`src/rtl/ptw_pkg.sv`:
```
package ptw_pkg;

  typedef enum logic [1:0] {
    ACC_READ  = 2'b00,
    ACC_WRITE = 2'b01,
    ACC_EXEC  = 2'b10,
    ACC_ILL   = 2'b11
  } acc_e;

  typedef enum logic [1:0] {
    RT_RO  = 2'b00,
    RT_RW  = 2'b01,
    RT_XO  = 2'b10,
    RT_RSV = 2'b11
  } rights_e;

  typedef enum logic [2:0] {
    ST_IDLE,
    ST_ISSUE1,
    ST_WAIT1,
    ST_ISSUE2,
    ST_WAIT2,
    ST_FIN
  } walk_state_e;

  function automatic logic access_allowed(input logic [1:0] rights, input logic [1:0] acc);
    logic ok;
    ok = 1'b0;
    case (acc)
      ACC_READ:  ok = (rights == RT_RO) || (rights == RT_RW);
      ACC_WRITE: ok = (rights == RT_RW);
      ACC_EXEC:  ok = (rights == RT_XO);
      default:   ok = 1'b0;
    endcase
    return ok;
  endfunction

endpackage

```
`src/rtl/ptw_base_reg.sv`:
```
module ptw_base_reg #(
  parameter int PPN_W = 20
) (
  input  logic             clk,
  input  logic             rst,
  input  logic             we,
  input  logic [PPN_W-1:0] wdata,
  output logic [PPN_W-1:0] base_q
);

  always_ff @(posedge clk) begin
    if (rst) begin
      base_q <= '0;
    end else if (we) begin
      base_q <= wdata;
    end
  end

endmodule

```
`src/rtl/ptw_addr_gen.sv`:
```
module ptw_addr_gen #(
  parameter int PPN_W = 20,
  parameter int IDX_W = 10,
  parameter int SH    = 2,
  parameter int PA_W  = 32
) (
  input  logic [PPN_W-1:0] tbl_ppn,
  input  logic [IDX_W-1:0] idx,
  output logic [PA_W-1:0]  addr
);

  localparam int RAW_W = PPN_W + IDX_W + SH;

  logic [RAW_W-1:0] raw;

  assign raw  = {tbl_ppn, idx, {SH{1'b0}}};
  assign addr = PA_W'(raw);

endmodule

```
`src/rtl/ptw_pte_check.sv`:
```
module ptw_pte_check
  import ptw_pkg::*;
#(
  parameter int ENTRY_W = 32,
  parameter int PPN_W   = 20
) (
  input  logic [ENTRY_W-1:0] pte,
  input  logic [1:0]         acc,
  output logic               present,
  output logic               rights_ok,
  output logic [PPN_W-1:0]   ppn
);

  logic [1:0] rights;
  logic       unused_bits;

  assign present     = pte[0];
  assign rights      = pte[2:1];
  assign ppn         = pte[ENTRY_W-1 -: PPN_W];
  assign rights_ok   = access_allowed(rights, acc);
  assign unused_bits = ^pte[ENTRY_W-PPN_W-1:3];

endmodule

```
`src/rtl/pt_walker.sv`:
```
module pt_walker
  import ptw_pkg::*;
#(
  parameter int VA_W    = 32,
  parameter int PA_W    = 32,
  parameter int PAGE_W  = 12,
  parameter int L1_W    = 10,
  parameter int ENTRY_W = 32
) (
  input  logic                 clk,
  input  logic                 rst,
  input  logic                 base_we,
  input  logic [PA_W-PAGE_W-1:0] base_ppn,
  input  logic                 req_valid,
  input  logic [VA_W-1:0]      req_vaddr,
  input  logic [1:0]           req_acc,
  output logic                 busy,
  output logic                 mem_rd,
  output logic [PA_W-1:0]      mem_addr,
  input  logic                 mem_rvalid,
  input  logic [ENTRY_W-1:0]   mem_rdata,
  output logic                 done,
  output logic [PA_W-PAGE_W-1:0] rsp_ppn,
  output logic [PA_W-1:0]      rsp_paddr,
  output logic                 page_fault,
  output logic                 prot_fault
);

  localparam int VPN_W  = VA_W - PAGE_W;
  localparam int L2_W   = VPN_W - L1_W;
  localparam int PPN_W  = PA_W - PAGE_W;
  localparam int IDX_SH = $clog2(ENTRY_W / 8);
  localparam int LEVELS = 2;

  walk_state_e state;

  logic [PPN_W-1:0]  base_q;
  logic [PPN_W-1:0]  base_snap;
  logic [PPN_W-1:0]  l2tbl_q;
  logic [VPN_W-1:0]  vpn_q;
  logic [PAGE_W-1:0] off_q;
  logic [1:0]        acc_q;

  logic [PPN_W-1:0]  tbl_sel  [LEVELS];
  logic [PA_W-1:0]   lvl_addr [LEVELS];

  logic              ent_present;
  logic              ent_rights_ok;
  logic [PPN_W-1:0]  ent_ppn;

  logic              accept;

  assign accept = req_valid && !busy;

  ptw_base_reg #(.PPN_W(PPN_W)) u_base (
    .clk    (clk),
    .rst    (rst),
    .we     (base_we),
    .wdata  (base_ppn),
    .base_q (base_q)
  );

  assign tbl_sel[0] = base_snap;
  assign tbl_sel[1] = l2tbl_q;

  for (genvar lv = 0; lv < LEVELS; lv++) begin : g_lvl
    localparam int IW = (lv == 0) ? L1_W : L2_W;
    logic [IW-1:0] idx;
    if (lv == 0) begin : g_dir
      assign idx = vpn_q[VPN_W-1 -: L1_W];
    end else begin : g_leaf
      assign idx = vpn_q[L2_W-1:0];
    end
    ptw_addr_gen #(
      .PPN_W (PPN_W),
      .IDX_W (IW),
      .SH    (IDX_SH),
      .PA_W  (PA_W)
    ) u_ag (
      .tbl_ppn (tbl_sel[lv]),
      .idx     (idx),
      .addr    (lvl_addr[lv])
    );
  end

  ptw_pte_check #(
    .ENTRY_W (ENTRY_W),
    .PPN_W   (PPN_W)
  ) u_chk_pte (
    .pte       (mem_rdata),
    .acc       (acc_q),
    .present   (ent_present),
    .rights_ok (ent_rights_ok),
    .ppn       (ent_ppn)
  );

  always_ff @(posedge clk) begin
    if (rst) begin
      state      <= ST_IDLE;
      busy       <= 1'b0;
      done       <= 1'b0;
      mem_rd     <= 1'b0;
      mem_addr   <= '0;
      base_snap  <= '0;
      l2tbl_q    <= '0;
      vpn_q      <= '0;
      off_q      <= '0;
      acc_q      <= '0;
      rsp_ppn    <= '0;
      rsp_paddr  <= '0;
      page_fault <= 1'b0;
      prot_fault <= 1'b0;
    end else begin
      mem_rd <= 1'b0;
      done   <= 1'b0;
      case (state)
        ST_IDLE: begin
          if (accept) begin
            busy      <= 1'b1;
            base_snap <= base_q;
            vpn_q     <= req_vaddr[VA_W-1:PAGE_W];
            off_q     <= req_vaddr[PAGE_W-1:0];
            acc_q     <= req_acc;
            state     <= ST_ISSUE1;
          end
        end
        ST_ISSUE1: begin
          mem_rd   <= 1'b1;
          mem_addr <= lvl_addr[0];
          state    <= ST_WAIT1;
        end
        ST_WAIT1: begin
          if (mem_rvalid) begin
            if (!ent_present) begin
              done       <= 1'b1;
              page_fault <= 1'b1;
              prot_fault <= 1'b0;
              rsp_ppn    <= '0;
              rsp_paddr  <= '0;
              state      <= ST_FIN;
            end else begin
              l2tbl_q <= ent_ppn;
              state   <= ST_ISSUE2;
            end
          end
        end
        ST_ISSUE2: begin
          mem_rd   <= 1'b1;
          mem_addr <= lvl_addr[1];
          state    <= ST_WAIT2;
        end
        ST_WAIT2: begin
          if (mem_rvalid) begin
            done  <= 1'b1;
            state <= ST_FIN;
            if (!ent_present) begin
              page_fault <= 1'b1;
              prot_fault <= 1'b0;
              rsp_ppn    <= '0;
              rsp_paddr  <= '0;
            end else if (!ent_rights_ok) begin
              page_fault <= 1'b0;
              prot_fault <= 1'b1;
              rsp_ppn    <= '0;
              rsp_paddr  <= '0;
            end else begin
              page_fault <= 1'b0;
              prot_fault <= 1'b0;
              rsp_ppn    <= ent_ppn;
              rsp_paddr  <= {ent_ppn, off_q};
            end
          end
        end
        ST_FIN: begin
          busy  <= 1'b0;
          state <= ST_IDLE;
        end
        default: begin
          busy  <= 1'b0;
          state <= ST_IDLE;
        end
      endcase
    end
  end

endmodule

```
`config.mk`:
```
export PLATFORM = sky130hd
export DESIGN_NAME = pt_walker
export DESIGN_NICKNAME = d
export VERILOG_FILES = /design/src/rtl/ptw_pkg.sv /design/src/rtl/ptw_base_reg.sv /design/src/rtl/ptw_addr_gen.sv /design/src/rtl/ptw_pte_check.sv /design/src/rtl/pt_walker.sv
export SDC_FILE = /design/constraint.sdc
export NUM_CORES = 1
export LEC_CHECK = 0
export ABC_CLOCK_PERIOD_IN_PS = 2000
export CAP_MARGIN = 20
export CORE_UTILIZATION = 48
export DETAILED_ROUTE_END_ITERATION = 16
export HOLD_SLACK_MARGIN = 0.03
export PLACE_DENSITY_LB_ADDON = 0.05
export SETUP_SLACK_MARGIN = 0.15
export SKIP_CTS_REPAIR_TIMING = 1
export SYNTH_ARGS = -nofsm -noshare
export SYNTH_HDL_FRONTEND = slang
export SYNTH_SLANG_ARGS = --single-unit
```
`constraint.sdc`:
```
create_clock -name clk -period 2 [get_ports clk]
set_input_delay 0.2 -clock clk [delete_from_list [all_inputs] [get_ports clk]]
set_output_delay 0.2 -clock clk [all_outputs]
set_load 0.03 [all_outputs]
```
== Word-level counts from Yosys, hierarchy flattened ==
Index checks and enable logic that the tools add are counted.

* Bits in registers: 186

* Bitwise operators: 1
* Eq/ne operators: 12
* Reductions and logical operators: 15
* Multiplexer cells: 36

{| class="wikitable"
|+ Operators with widths
! kind !! count
|-
| two-way mux 32 bit || 5
|-
| case mux 32 bit (2 select lines) || 2
|-
| two-way mux 20 bit || 5
|-
| case mux 20 bit (2 select lines) || 1
|-
| case mux 3 bit (5 select lines) || 1
|-
| two-way mux 1 bit || 13
|-
| two-way mux 3 bit || 4
|-
| != test 2 bit, second input constant || 4
|-
| case mux 1 bit (2 select lines) || 4
|-
| equality test 3 x 2 -> 1 bit, second input constant || 2
|-
| AND reduction 3 bit || 2
|-
| equality test 2 x 1 -> 1 bit, second input constant || 2
|-
| equality test 2 bit, second input constant || 2
|-
| zero test 2 bit || 2
|-
| AND reduction 2 bit || 2
|-
| AND reduction 4 bit || 1
|-
| nonzero test 2 bit || 2
|-
| OR reduction 4 bit || 1
|-
| equality test 3 x 1 -> 1 bit, second input constant || 1
|-
| equality test 3 bit, second input constant || 1
|-
| zero test 3 bit || 1
|-
| case mux 1 bit (3 select lines) || 1
|-
| OR reduction 2 bit || 1
|-
| logical AND 1 bit || 1
|-
| 3 further kinds || 3
|}

== Logic depth before layout (Yosys ltp) ==
Gate-level depths: netlist of run 1.

* Depth after elaboration: 7
* Depth in mapped cells: 7

== Modules after synthesis ==
Synthesis of run 1 repeated with hierarchy kept, for this count alone.

* Cell total of the unflattened synthesis: 792
* Area total of the unflattened synthesis: 7780.0 um^2

{| class="wikitable"
|+ Modules (own cells, without submodules)
! module !! area each (um^2) !! times used !! cells each
|-
| pt_walker || 6391.1 || 1 || 638
|-
| ptw_base_reg || 705.7 || 1 || 64
|-
| ptw_addr_gen || 244.0 || 2 || 33
|-
| ptw_pte_check || 195.2 || 1 || 24
|}

== Least setup slack after synthesis of run 1 ==
OpenSTA, ideal clock, no wires.

* Kind: register to register
* Start point: register state[2]
* End point: register rsp_ppn[12]
* Cell stages (with the launch flop): 7
* Setup slack: 293 ps
* Data arrival time: 1592 ps
* Clock period less this slack: 1707 ps
* Cells stage by stage: dfxtp_1 buf_2 or3b_1 a211oi_4 buf_6 nor3b_1 a31o_1

* Longest elaborated chain between the ends: 3
* Elaborated cells between the ends (all ways): 8

{| class="wikitable"
|+ Ends and longest elaborated chain
! what !! line !! source
|-
| start, declared || pt_walker.sv:35 || <nowiki>walk_state_e state;</nowiki>
|-
| start signal, assigned || pt_walker.sv:99 || <nowiki>state <= ST_IDLE;</nowiki>
|-
| start signal, assigned || pt_walker.sv:124 || <nowiki>state <= ST_ISSUE1;</nowiki>
|-
| start signal, assigned || pt_walker.sv:130 || <nowiki>state <= ST_WAIT1;</nowiki>
|-
| equality test 3 x 2 -> 1 bit / equality test 3 bit (equally long branches) || pt_walker.sv:116 || <nowiki>case (state)</nowiki>
|-
| != test 2 bit (no source line) / nonzero test 2 bit (equally long branches) || n/a ||
|-
| AND reduction 4 bit (no source line) || n/a ||
|-
| end signal, assigned || pt_walker.sv:169 || <nowiki>rsp_ppn <= ent_ppn;</nowiki>
|-
| end, declared || pt_walker.sv:23 || <nowiki>output logic [PA_W-PAGE_W-1:0] rsp_ppn,</nowiki>
|}

Several ways; a longest one is shown, not always the timed one.
A chain may end at the register's enable or synchronous reset.

== Worst setup path in the final report of run 1 ==
* Start point: register busy
* End point: output busy

{| class="wikitable"
|+ RTL lines
! what !! line !! source
|-
| start, declared || pt_walker.sv:17 || <nowiki>output logic busy,</nowiki>
|-
| start signal, assigned || pt_walker.sv:100 || <nowiki>busy <= 1'b0;</nowiki>
|-
| start signal, assigned || pt_walker.sv:119 || <nowiki>busy <= 1'b1;</nowiki>
|-
| start signal, assigned || pt_walker.sv:175 || <nowiki>busy <= 1'b0;</nowiki>
|}

No word-level cell between the ends.

==> results.md, run 1 <==
- Routed Antenna Nets: 0
- Iteration-0 DRC Markers: 374
- Yosys reg bits: ~160
- Clk_lat worst skew: 0.42 ns
- Mapped Cells: 715
- CP top delay family: buffers and inverters
- Syn_area_per_cell: just under 9 µm²
- Status: completed
- HP Class: input pin to register
- Vias in the first global route: between 4k and 5k
- Die Y: 117 µm
- Max-slew violations: 0
- Port bufs: ~170
- Final setup fails: 0
- Top_reg_cell synth: dfxtp_1
- DR pass1 iterations: 5
- Vias per cell: roughly 5.2
- Non-Filler Instances: 1026
- Max IR drop VDD: about 0.00053 V
- Reg2reg path depth: 5
- Final Hold Fails: 0
- CP endpoint kind: output port
- TritonCTS clock tree: done
- Total negative slack: 0 ns
- Max-cap violations: 0
- Total number of vias: approximately 5.3k
- WS Path Type: register to output port
- Num rows: 41
- Clock tree buffer depth: 2
- NumNets Final: between 900 and 1k
- Critical Path Max Stage Delay: between 0.7 and 0.8 ns
- Die width: between 100 and 150 µm
- DP Wirelength: roughly 10000 µm
- Clk pin slew, worst setup/hold paths: roughly 0.060 ns
- Placed Cells: slightly below 1k
- Tot GR Track Use: between 20% and 30%
- Residual DRC count: 0
- Relative slew slack: a little over half
- Hold depth: 3
- CTS HTree Levels: 4
- Buf/Inv on CP: 1
- Worst Skew: ~0.0063 ns
- Tmin final: around 1.7 ns
- Final worst path period share: roughly 87%
- Total power: 8030 µW
- R2r setup slk: ~0.28 ns
- CP max stage cell: clkdlybuf4s50_1
- Ys Warns: 0
- Core ar.: 12800 µm²
- Worst-Margin Slew: a little under 0.7 ns
- Number of synthesized flops with an enable pin: 0
- Fill cells: ~1.0k
- CP arrival: between 1.5 and 2 ns
- Initial antenna violation count: 0
- Power per cell area: 928 nW/µm²
- Async set or reset register ratio after synthesis: 0%
- Total CTS buffers: 17
- Critical-path cell list: clkdlybuf4s50_1
- Ant. Diodes: 0
- Critical Path RT: 1.80 ns
- Clk sinks: around 160
- Total grt overflow: 0
- WL per Instance: roughly 15 µm
- Gpl congestion: approximately 0.75
- Peak fanout along the critical path: 5
- Critical Path Start Type: register
- RSZ-0062 raised after global routing: false
- Synth cell types: 31
- First-pass GRT wire length: 23700 µm
- Largest net degree at the start of global routing: 165
- Ports: between 150 and 200
- Sequential share of the synthesized area: 51.5%
- Top cells by area, synth: dfxtp_1 52%, nand2_1 8.8%, mux2i_1 8.0%, a21oi_1 7.4%, a211oi_1 3.5%
- Max Clk Rate: a little under 0.6 GHz
- Mapped Area: about 6400 µm²
- Ratio of cells with drive above 1 in the final layout: under 10%
- Area Overhead vs Synth: 35.8%
- Starting Density: between 40% and 50%
- Routed wire length: around 15000 µm
- Synth top area share: around half
- Die ar.: 13700 µm²
- Cell leakage power: around 0.003 µW
- Leading area contributor after synthesis: dfxtp_1
- CP Depth: 1
- Clock root cell: clkbuf_16
-- cells in the final DEF, fill, tap and decap left out, types with 2 or more instances in the layout --
cell	synthesis	final
nor3_1	2	2
buf_4	24	14
bufinv_16	0	3
a31o_1	16	16
nand3b_1	17	17
clkdlybuf4s50_1	0	167
clkbuf_16	0	17
clkinv_2	0	2
buf_12	0	4
nor3b_1	16	16
a2bb2oi_1	2	2
nand2b_1	20	20
nand2_1	149	149
mux2i_1	51	51
a21oi_1	94	94
nor2_1	60	60
nor2b_1	3	2
dfxtp_1	164	163
inv_1	2	2
a211oi_1	30	30
clkinvlp_4	0	2
clkbuf_8	0	4
conb_1	1	2
clkbuf_1	36	2
-- worst paths after layout --
check,start,end
max,busy,busy
min,req_vaddr[8],off_q[8]
max reg2reg,state[1],rsp_ppn[4]
min reg2reg,u_base.base_q[3],base_snap[3]
-- area by class of cell --
type,count,area [µm²],area share [%]
clock buffers,23,488,5.64
well taps,172,215,2.49
multi-input cells,472,2680,30.9
repair buffers,185,1860,21.5
inverters,2,7.51,0.0868
clock inverters,8,124,1.43
flip-flops and latches,164,3280,38.0
-- synthesized netlist by cell type (11+ instances only) --
| cell type | instances |
|---|---|
| nand3b_1 | 17 |
| nand2b_1 | 20 |
| a211oi_1 | 30 |
| buf_4 | 24 |
| mux2i_1 | 51 |
| nor2_1 | 60 |
| a21oi_1 | 94 |
| dfxtp_1 | 164 |
| nand2_1 | 149 |
| clkbuf_1 | 36 |
| a31o_1 | 16 |
| nor3b_1 | 16 |
| buf_2 | 11 |
-- layer usage --
layer  vias up  global-route usage (%)  share of wire [%]
met2       177                    36.1                 46
met1      2446                    30.2                 46
met4         0                    7.68                1.2
li1       2642                       -                  -
met5         -                       0                  0
met3        20                    5.82                6.5
-- per-stage QoR --
| stage | instance area, µm² | worst slack [ns] | util, % | hold slack (ns) |
|---|---|---|---|---|
| 2_1_floorplan | 6370 | 0.293 | - | 0.335 |
| 3_3_place_gp | 8040 | 0.0574 | 63.0 | 0.437 |
| 3_5_place_dp | 8040 | 0.00623 | 63.0 | 0.446 |
| 4_1_cts | 8650 | 0.250 | 67.7 | 0.313 |
| 5_1_grt | 8650 | 0.205 | 67.7 | 0.312 |
| 6_report | 8650 | 0.270 | 67.7 | 0.322 |
-- state kept, by name, summed over array words and instances, names as in the netlist, 2 cells and up --
name	flops
mem_addr	30
base_snap	20
l2tbl_q	20
rsp_ppn	20
u_base.base_q	20
vpn_q	20
off_q	12
rsp_paddr	12
state	3
acc_q	2
-- where the power goes --
part,total [µW],internal [µW],switching [µW]
Combinational,1130,501,629
Sequential,3560,3450,108
Clock,3340,2090,1250
-- kinds of logic (layout without fill, tap and decap cells) --
kind of cell | after synthesis | after routing | synth area share [%]
DFF | 164 | 164 | 51.5
AOI/OAI and AO/OA | 145 | 145 | 14.0
other | 1 | 2 | 0.0589
and+or+nand+nor | 274 | 274 | 19.7
buffers and inverters | 80 | 218 | 6.72
muxes | 51 | 51 | 8.01
Note: power is estimated with default switching activity, not from simulation.
==> inputs of run 2 (changes only) <==
--- a/config.mk
+++ b/config.mk
@@ -7,10 +7,12 @@
 export LEC_CHECK = 0
 export ABC_CLOCK_PERIOD_IN_PS = 2000
 export CAP_MARGIN = 20
+export CORE_MARGIN = 2
 export CORE_UTILIZATION = 48
 export DETAILED_ROUTE_END_ITERATION = 16
 export HOLD_SLACK_MARGIN = 0.03
 export PLACE_DENSITY_LB_ADDON = 0.05
+export RECOVER_POWER = 25
 export SETUP_SLACK_MARGIN = 0.15
 export SKIP_CTS_REPAIR_TIMING = 1
 export SYNTH_ARGS = -nofsm -noshare
==> results.md, run 2 (synthesis results as in run 1) <==
- Max-cap violations: 0 (unchanged)
- Status: completed (unchanged)
- Top Metal Used: met4 (unchanged)
- Relative slew slack: 53.4% (was 54.5%)
- Peak fanout along the critical path: 42 (was 5)
- Max IR drop VDD: 0.000656 V (was 0.000525 V)
- Starting Density: 48.7% (was 49.9%)
- DP Wirelength: 10600 µm (was 10200 µm)
- Switch share: 24.4% (was 24.8%)
- Num rows: 42 (was 41)
- Clk pin slew, worst setup/hold paths: 0.06 ns (about the same)
- TritonCTS clock tree: done (unchanged)
- Clock root cell: clkbuf_16 (unchanged)
- Total CTS buffers: 17 (unchanged)
- Area Overhead vs Synth: 36.3% (was 35.8%)
- Final worst setup slack: 0.213 ns (was 0.270 ns)
- CP arrival: 2.10 ns (was 1.53 ns)
- Sequential Power Share: 43.7% (was 44.3%)
- Critical Path Start Type: register (unchanged)
- Vias in the first global route: 4905 (was 4760)
- Clk_lat worst skew: 0.42 ns (about the same)
- RSZ-0062 raised after global routing: false (unchanged)
- Routed wire length: 15600 µm (was 15300 µm)
- Pint: 6160 µW (was 6040 µW)
- Comb power frac: 13.9% (was 14.1%)
- Worst Skew: 0.00564 ns (was 0.00632 ns)
- CP endpoint kind: register (was output port)
- WL per Instance: 15.1 µm (was 14.9 µm)
- Crit. Startpoint: state[1] (was busy)
- Die Y: 119 µm (was 117 µm)
- Tot GR Track Use: 22.3% (was 22.8%)
- M1 WL: 7400 µm (was 7040 µm)
- Final Hold Fails: 0 (unchanged)
- Residual DRC count: 0 (unchanged)
- Max-slew violations: 0 (unchanged)
- HP Class: input pin to register (unchanged)
- Fin Hold WS: 0.313 ns (was 0.322 ns)
- Routed Antenna Nets: 0 (unchanged)
- Worst-Margin Slew: 0.699 ns (was 0.683 ns)
- Critical Path RT: 2.31 ns (was 1.80 ns)
- Gpl congestion: 0.759 (was 0.752)
- Largest net degree at the start of global routing: 107 (was 165)
- Max Clk Rate: 0.560 GHz (was 0.578 GHz)
- CTS HTree Levels: 4 (unchanged)
- Iteration-0 DRC Markers: 357 (was 374)
- Hold Crit Start: rst (was req_vaddr[8])
- Routed met2 length: 7120 µm (was 7100 µm)
- WS Path Type: register to register (was register to output port)
- RR Startpoint: state[1] (unchanged)
- Power per cell area: 938 nW/µm² (was 928 nW/µm²)
- Largest register FFs: 30 (unchanged)
- Clock network power share: 42.4% (was 41.6%)
- Total number of vias: 5319 (was 5285)
- Fill cells: 1079 (was 1027)
- Die ar.: 14200 µm² (was 13700 µm²)
- Total grt overflow: 0 (unchanged)
- DR pass1 iterations: 5 (unchanged)
- Dpl ws: -0.0123 ns (was 0.00623 ns)
- Commonest non-fill, non-tap cell in the layout: dfxtp_1 (was clkdlybuf4s50_1)
- Initial antenna violation count: 0 (unchanged)
- Met3 routed WL: 810 µm (was 1000 µm)
- Commonest non-fill, non-tap cells in the layout: 164 x dfxtp_1, 159 x clkdlybuf4s50_1, 149 x nand2_1, 94 x a21oi_1, 60 x nor2_1 (was 167 x clkdlybuf4s50_1, 163 x dfxtp_1, 149 x nand2_1, 94 x a21oi_1, 60 x nor2_1)
- Psw: 1990 µW (about the same)
- Ports: 180 (unchanged)
- NumNets Final: 934 (was 933)
- Ratio of cells with drive above 1 in the final layout: 6.43% (was 6.44%)
- Clk sinks: 164 (unchanged)
- Die width: 119 µm (was 117 µm)
- Final worst path period share: 89.4% (was 86.5%)
- First-pass GRT wire length: 25100 µm (was 23700 µm)
- Tmin final: 1.79 ns (was 1.73 ns)
- Clock tree buffer depth: 2 (unchanged)
- Cell leakage power: 0.00304 µW (was 0.00300 µW)
- Final setup fails: 0 (unchanged)
- Vias per cell: 5.16 (was 5.15)
- Biggest register: mem_addr (unchanged)
- Core ar.: 13100 µm² (was 12800 µm²)
- Ant. Diodes: 0 (unchanged)
- Port bufs: 168 (unchanged)
run 2: path summary, 6_finish.rpt:
kind | endpoint | slack [ns] | depth (start not counted)
worst max-delay path | rsp_ppn[11] | 0.21 | 5
worst min-delay path | rsp_ppn[13] | 0.31 | 3
worst max register to register | rsp_ppn[11] | 0.21 | 5
worst min register to register | vpn_q[10] | 0.45 | 2
run 2: final cells by class:
| cell class | instances | area, µm² | share of cell area, % |
|---|---|---|---|
| Clock buffer | 22 | 484 | 5.58 |
| Clock inverter | 9 | 150 | 1.73 |
| Inverter | 2 | 7.51 | 0.0865 |
| Multi-Input combinational cell | 472 | 2670 | 30.8 |
| Sequential cell | 164 | 3280 | 37.8 |
| Tap cell | 176 | 220 | 2.54 |
| Timing Repair Buffer | 186 | 1870 | 21.5 |
run 2: per-stage QoR:
step	TNS [ns]	total power (µW)	cells	area (µm²)	utilization [%]
2_1_floorplan	0	4290	716	6370	-
3_3_place_gp	0	4740	1000	8050	61.6
3_5_place_dp	-0.0639	4770	1000	8050	61.6
4_1_cts	0	8200	1031	8690	66.4
5_1_grt	0	8460	1031	8680	66.3
6_report	0	8140	1031	8680	66.3
run 2: critical path, stage by stage (launching register included):
cell and delay [ns]:
dfxtp_1 0.43, or3b_1 0.42, a211oi_4 0.31, buf_12 0.23, nor3b_1 0.07, a31o_1 0.21
run 2: metal layers:
metal	global-route usage [%]	vias to the layer above
met5	0	-
met4	7.22	0
met3	4.79	15
met2	34.7	171
met1	30.9	2493
li1	-	2640
run 2: power groups by stage:
stage | combinational (µW) | clock, µW | sequential, µW
floorplan | 551 | 0 | 3730
global placement | 1110 | 0 | 3620
detailed placement | 1140 | 0 | 3630
CTS | 1140 | 3490 | 3560
global route | 1230 | 3650 | 3580
finish | 1130 | 3450 | 3560
